<file path="src/rtl/posted_wbuf_pkg.sv">
// Package: shared widths, entry record and controller states for the
// posted write queue. Assumes a byte-addressed bus with byte enables.
package posted_wbuf_pkg;
    localparam int ADDR_W = 32;
    localparam int DATA_W = 32;
    localparam int BE_W   = DATA_W / 8;

    // One pending write transfer.
    typedef struct packed {
        logic [ADDR_W-1:0] addr;
        logic [DATA_W-1:0] data;
        logic [BE_W-1:0]   be;
        logic              io;
    } wr_entry_t;

    // Controller states: posting, waiting on a lone I/O, acknowledging it.
    typedef enum logic [1:0] {
        ST_POST = 2'd0,
        ST_WAIT = 2'd1,
        ST_ACK  = 2'd2
    } wbuf_state_e;
endpackage

</file>
<file path="src/rtl/posted_wbuf_fifo.sv">
// Module: in-order storage for pending writes.
// Holds DEPTH entries in a circular array. A push when full and a pop when
// empty are ignored. Reset clears the pointers and the count, which drops
// every held entry. The array itself is not reset.
module posted_wbuf_fifo
    import posted_wbuf_pkg::*;
#(
    parameter int DEPTH = 4
) (
    input  logic                   clk,
    input  logic                   rst_n,
    input  logic                   push,
    input  wr_entry_t              push_entry,
    input  logic                   pop,
    output wr_entry_t              head_entry,
    output logic                   full,
    output logic                   empty,
    output logic [$clog2(DEPTH):0] count
);
    localparam int PTR_W = (DEPTH > 1) ? $clog2(DEPTH) : 1;
    localparam int CNT_W = $clog2(DEPTH) + 1;
    localparam logic [PTR_W-1:0] LAST = PTR_W'(DEPTH - 1);
    localparam logic [CNT_W-1:0] FULL_CNT = CNT_W'(DEPTH);

    wr_entry_t        slots [DEPTH];
    logic [PTR_W-1:0] wr_ptr;
    logic [PTR_W-1:0] rd_ptr;
    logic             do_push;
    logic             do_pop;

    assign full    = (count == FULL_CNT);
    assign empty   = (count == '0);
    assign do_push = push && !full;
    assign do_pop  = pop && !empty;
    assign head_entry = slots[rd_ptr];

    // Store the incoming entry at the write pointer.
    always_ff @(posedge clk) begin
        if (do_push) begin
            slots[wr_ptr] <= push_entry;
        end
    end

    // Advance the pointers and track the fill level.
    always_ff @(posedge clk) begin
        if (!rst_n) begin
            wr_ptr <= '0;
            rd_ptr <= '0;
            count  <= '0;
        end else begin
            if (do_push) begin
                wr_ptr <= (wr_ptr == LAST) ? '0 : wr_ptr + 1'b1;
            end
            if (do_pop) begin
                rd_ptr <= (rd_ptr == LAST) ? '0 : rd_ptr + 1'b1;
            end
            if (do_push && !do_pop) begin
                count <= count + 1'b1;
            end else if (do_pop && !do_push) begin
                count <= count - 1'b1;
            end
        end
    end
endmodule

</file>
<file path="src/rtl/posted_wbuf_ctrl.sv">
// Module: admission control for the write queue.
// Posts memory writes and I/O writes that are marked as part of a run.
// Holds a lone I/O write until the queue is empty, queues it, and then
// withholds the requester handshake until the bus signals completion.
// Assumes the requester holds its request steady until it is accepted.
module posted_wbuf_ctrl
    import posted_wbuf_pkg::*;
(
    input  logic clk,
    input  logic rst_n,
    input  logic req_valid,
    input  logic req_io,
    input  logic req_io_more,
    input  logic full,
    input  logic empty,
    input  logic bus_done,
    output logic req_ready,
    output logic push,
    output logic drained
);
    wbuf_state_e state;
    wbuf_state_e state_nxt;
    logic        lone_io;

    assign lone_io = req_io && !req_io_more;
    assign drained = empty && (state == ST_POST);

    // Decide acceptance, enqueue and the next state.
    always_comb begin
        req_ready = 1'b0;
        push      = 1'b0;
        state_nxt = state;
        unique case (state)
            ST_POST: begin
                if (lone_io) begin
                    push = req_valid && empty;
                    if (push) begin
                        state_nxt = ST_WAIT;
                    end
                end else begin
                    req_ready = !full;
                    push      = req_valid && !full;
                end
            end
            ST_WAIT: begin
                if (bus_done && empty) begin
                    state_nxt = ST_ACK;
                end
            end
            ST_ACK: begin
                req_ready = 1'b1;
                state_nxt = ST_POST;
            end
            default: state_nxt = ST_POST;
        endcase
    end

    // Register the controller state.
    always_ff @(posedge clk) begin
        if (!rst_n) begin
            state <= ST_POST;
        end else begin
            state <= state_nxt;
        end
    end
endmodule

</file>
<file path="src/rtl/posted_wbuf.sv">
// Module: posted write queue, the top level.
// Joins the admission controller to the in-order storage and presents the
// head entry to the bus master through a valid/ready handshake.
// Assumes that bus_done for a lone I/O write arrives after its entry has left.
module posted_wbuf
    import posted_wbuf_pkg::*;
#(
    parameter int DEPTH = 4
) (
    input  logic              clk,
    input  logic              rst_n,
    input  logic              req_valid,
    output logic              req_ready,
    input  logic [ADDR_W-1:0] req_addr,
    input  logic [DATA_W-1:0] req_data,
    input  logic [BE_W-1:0]   req_be,
    input  logic              req_io,
    input  logic              req_io_more,
    output logic              bus_valid,
    input  logic              bus_ready,
    output logic [ADDR_W-1:0] bus_addr,
    output logic [DATA_W-1:0] bus_data,
    output logic [BE_W-1:0]   bus_be,
    output logic              bus_io,
    input  logic              bus_done,
    output logic              drained
);
    localparam int CNT_W = $clog2(DEPTH) + 1;

    wr_entry_t        in_entry;
    wr_entry_t        head;
    logic             push;
    logic             full;
    logic             empty;
    logic [CNT_W-1:0] fill_count;

    assign in_entry = '{addr: req_addr, data: req_data, be: req_be, io: req_io};

    posted_wbuf_ctrl ctrl_i (
        .clk        (clk),
        .rst_n      (rst_n),
        .req_valid  (req_valid),
        .req_io     (req_io),
        .req_io_more(req_io_more),
        .full       (full),
        .empty      (empty),
        .bus_done   (bus_done),
        .req_ready  (req_ready),
        .push       (push),
        .drained    (drained)
    );

    posted_wbuf_fifo #(.DEPTH(DEPTH)) fifo_i (
        .clk       (clk),
        .rst_n     (rst_n),
        .push      (push),
        .push_entry(in_entry),
        .pop       (bus_valid && bus_ready),
        .head_entry(head),
        .full      (full),
        .empty     (empty),
        .count     (fill_count)
    );

    assign bus_valid = !empty;
    assign bus_addr  = head.addr;
    assign bus_data  = head.data;
    assign bus_be    = head.be;
    assign bus_io    = head.io;
endmodule

</file>
<file path="config.mk">
export PLATFORM = sky130hd
export DESIGN_NAME = posted_wbuf
export DESIGN_NICKNAME = d
export VERILOG_FILES = /design/src/rtl/posted_wbuf_pkg.sv /design/src/rtl/posted_wbuf_fifo.sv /design/src/rtl/posted_wbuf_ctrl.sv /design/src/rtl/posted_wbuf.sv
export SDC_FILE = /design/constraint.sdc
export NUM_CORES = 1
export LEC_CHECK = 0
export BUFFER_PORTS_ARGS = -buffer_cell sky130_fd_sc_hd__buf_2
export CORE_AREA = 2 2 220 200
export DETAILED_ROUTE_END_ITERATION = 8
export DIE_AREA = 0 0 222 202
export GPL_ROUTABILITY_DRIVEN = 0
export GPL_TIMING_DRIVEN = 0
export HOLD_SLACK_MARGIN = 0.15
export SYNTH_ARGS = -nofsm -noshare
export SYNTH_HDL_FRONTEND = slang
export SYNTH_SLANG_ARGS = --single-unit
</file>
<file path="constraint.sdc">
create_clock -name clk -period 6.8 [get_ports clk]
set_input_delay 0.34 -clock clk [delete_from_list [all_inputs] [get_ports clk]]
set_output_delay 0.34 -clock clk [all_outputs]
set_load 0.01 [all_outputs]
</file>
==> results.md <==
- Outcome: completed
- CTS sink cnt: about 290
- CTS tree: yes
- Synthesized flop and latch total: approximately 290
- Kind of critical path: reg2out
- Worst path bufs/invs: 3
- First-pass GRT wire length: 33500 um
- Startpoint Class: flip-flop
- Most frequent cells after synthesis: edfxtp_1 (276), mux4_2 (69), dfxtp_1 (11), buf_2 (9), nand2_1 (7)
- Top-area cell type share of the netlist area: between 70% and 80%
- Post-Route WL: 22100 um
- CP max stage delay: between 0.8 and 0.9 ns
- Drt pass-1 iters: 4
- Fin util: 32.3%
- Post-synth net total: 507
- Global-route total usage across every layer: 9.82%
- Hold path startpoint: rst_n
- Post-Syn Area: 10500 um2
- CTS root buffer: clkbuf_16
- CTS resizes: 0
- Wire length per cell: roughly 18 um
- Port bufs: ~150
- CP max FO: 10
- Gr ovfl total: 0
- FMAX: 0.343 GHz
- DP Worst Slack: between 4 and 5 ns
- Fin crit share: around 43%
- Ys flop type: edfxtp_1
- Overall power: about 5.0 mW
- Most frequent cell after synthesis: edfxtp_1
- Synth Warn #: 0
- Row cnt: a little over 70
- Worst skew pair latency: 0.57 ns
- Top cell type by total area after synthesis: edfxtp_1
- Worst hold path class: in2reg
- WP data arrival: 2.58 ns
- Post-detail-place hpwl: approximately 13000 um
- Via count: 5093
- Via/cell ratio: 4.05
- First DRT Iteration DRCs: between 200 and 300
- Number of synthesized flops with an enable pin: around 280
- Num ports: 147
- P_leak: ~4.6 nW
- Synth top area cells: edfxtp_1 (79%), mux4_2 (15%), dfxtp_1 (2.1%)
- Relative slew slack: 25.9%
- TNS Setup: 0 ns
- Diode count: 0
- Slew Viols, Final: 0
- Fill cells: slightly above 4000
- H-tree depth: 1
- RR Startpoint: ctrl_i.state[0]$_SDFFE_PN0P_
- Least-Margin Pin Slew: 1.11 ns
- Final instance area: 13800 um2
- Final setup vio count: 0
- CP Cell Sequence: buf_2 > clkbuf_1 > mux4_2 > buf_2
- Finished Layout Cells: between 1000 and 1500
- Largest net degree at the start of global routing: 46
- Ys async rst share: 0%
- Final antenna-violating net count: 0
- Worst endpoint required time: between 6 and 7 ns
- Area growth syn-to-layout: 30.5%
- Top cell by count, worst path: buf_2
- Vias in the first global route: about 5600
- Max clock buf depth: 3
- Cells after Synth: roughly 430
- Reg clk slew, reported paths: ~0.060 ns
- Critical Path End Type: output port
- Initial antenna violation count: 1
- Initial Utilization: about a quarter
- Fin nets: between 700 and 800
- Post-DP Area: about 12000 um2
- Fin crit period: slightly below 3 ns
- Hold WS: ~0.31 ns
- Die Span Y: 202 um
- RSZ-0062 raised after global routing: false
- Post CTS Setup Buffer Count: 0
- Full die area: about 45000 um2
- Crit path max-delay family: buffers and inverters
- Pwr Density: 364 nW/um2
- # DRC: 0
- Final worst setup slack: 3.88 ns
- Max_cap viols: 0
- Seq/Total Area, Yosys: 80.8%
- Total CTS buffers: 31
- Post-synthesis area per instance: 24.8 um2
- Post-CTS Hold Buffers: 74
- Layout cell share with drive strength beyond 1: between 30% and 40%
- Die width: 222 um
- Core ar.: 42600 um2
- Hold Violations, Final: 0
- Placed cells: 1130
- Slowest stage cell, crit path: clkbuf_1
- Distinct cell type count after synthesis: 30
- Worst Skew: 0.0170 ns
- Max IR drop VDD: 0.189 mV
==> registers in the layout, indices dropped and copies added (netlist names), named ones only <==
name	flops
fifo_i.slots	276
fifo_i.count	3
ctrl_i.state	2
fifo_i.rd_ptr	2
fifo_i.wr_ptr	2
==> routing by layer <==
| metal | GRT usage, % | wire length (um) | vias to the layer above |
|---|---|---|---|
| met5 | 0 | 13 | - |
| li1 | - | - | 2322 |
| met2 | 16.2 | 10500 | 124 |
| met4 | 2.39 | 446 | 2 |
| met1 | 13.0 | 10100 | 2610 |
| met3 | 2.57 | 1070 | 35 |
==> worst reg2reg max path, cell delays in order, from the launching register on <==
cell	delay (ns)
dfxtp_1	0.34
or3b_4	0.42
a211oi_4	0.42
ha_1	0.27
inv_1	0.07
fa_1	0.43
xor2_1	0.18
or3_1	0.30
a21boi_0	0.17
==> kinds of logic (layout without fill, tap and decap cells) <==
family | Yosys count | after routing | synth area share [%]
buffers and inverters | 21 | 299 | 0.998
flip-flops | 287 | 287 | 80.8
AO/OA/AOI/OAI | 9 | 9 | 0.736
XOR/XNOR | 2 | 2 | 0.166
AND/OR/NAND/NOR | 27 | 27 | 1.40
multiplexers | 72 | 72 | 15.0
adder cells (fa/ha/maj) | 7 | 7 | 0.903
==> layout by cell type (no fill, tap or decap), drive strengths merged, types with 2 or more instances in the layout <==
cell         synthesis  final
clkinvlp             0      2
nor2b                2      2
dlygate4sd3          0     74
o21ai                2      2
a21boi               3      3
nor2                 3      3
nand3                2      2
ha                   6      6
nand2                7      7
clkbuf               6     45
mux4                69     69
buf                 11    161
inv                  4      5
or3                  2      2
dfxtp               11     11
bufinv               0      2
mux2i                3      3
nor3                 2      2
edfxtp             276    276
and2                 5      5
clkinv               0     10
==> worst paths after layout <==
kind | endpoint | slack, ns | depth (start not counted)
worst max-delay path | bus_data[19] | 3.88 | 4
worst min-delay path | fifo_i.wr_ptr[1]$_SDFFE_PN0P_ | 0.31 | 4
worst max register to register | fifo_i.count[2]$_SDFFE_PN0P_ | 4.13 | 8
worst min register to register | fifo_i.wr_ptr[1]$_SDFFE_PN0P_ | 0.50 | 2
==> report_power, final <==
| part | switching, mW | leakage (nW) | internal, mW | total, mW |
|---|---|---|---|---|
| registers | 0.0549 | 2.61 | 2.20 | 2.26 |
| clock network | 0.649 | 0.447 | 0.904 | 1.55 |
| logic | 0.631 | 1.53 | 0.560 | 1.19 |
| total | 1.34 | 4.59 | 3.67 | 5.00 |
==> layout make-up <==
class	count	area, um2	area share, %
buffer	17	90.1	0.655
clock buffer	39	806	5.86
clock inverter	15	125	0.910
inverter	4	15.0	0.109
multi-input combinational	117	1930	14.0
sequential	287	8510	61.9
tap	555	694	5.05
timing repair buffer	224	1580	11.5
Note: power is estimated with default switching activity, not from simulation.
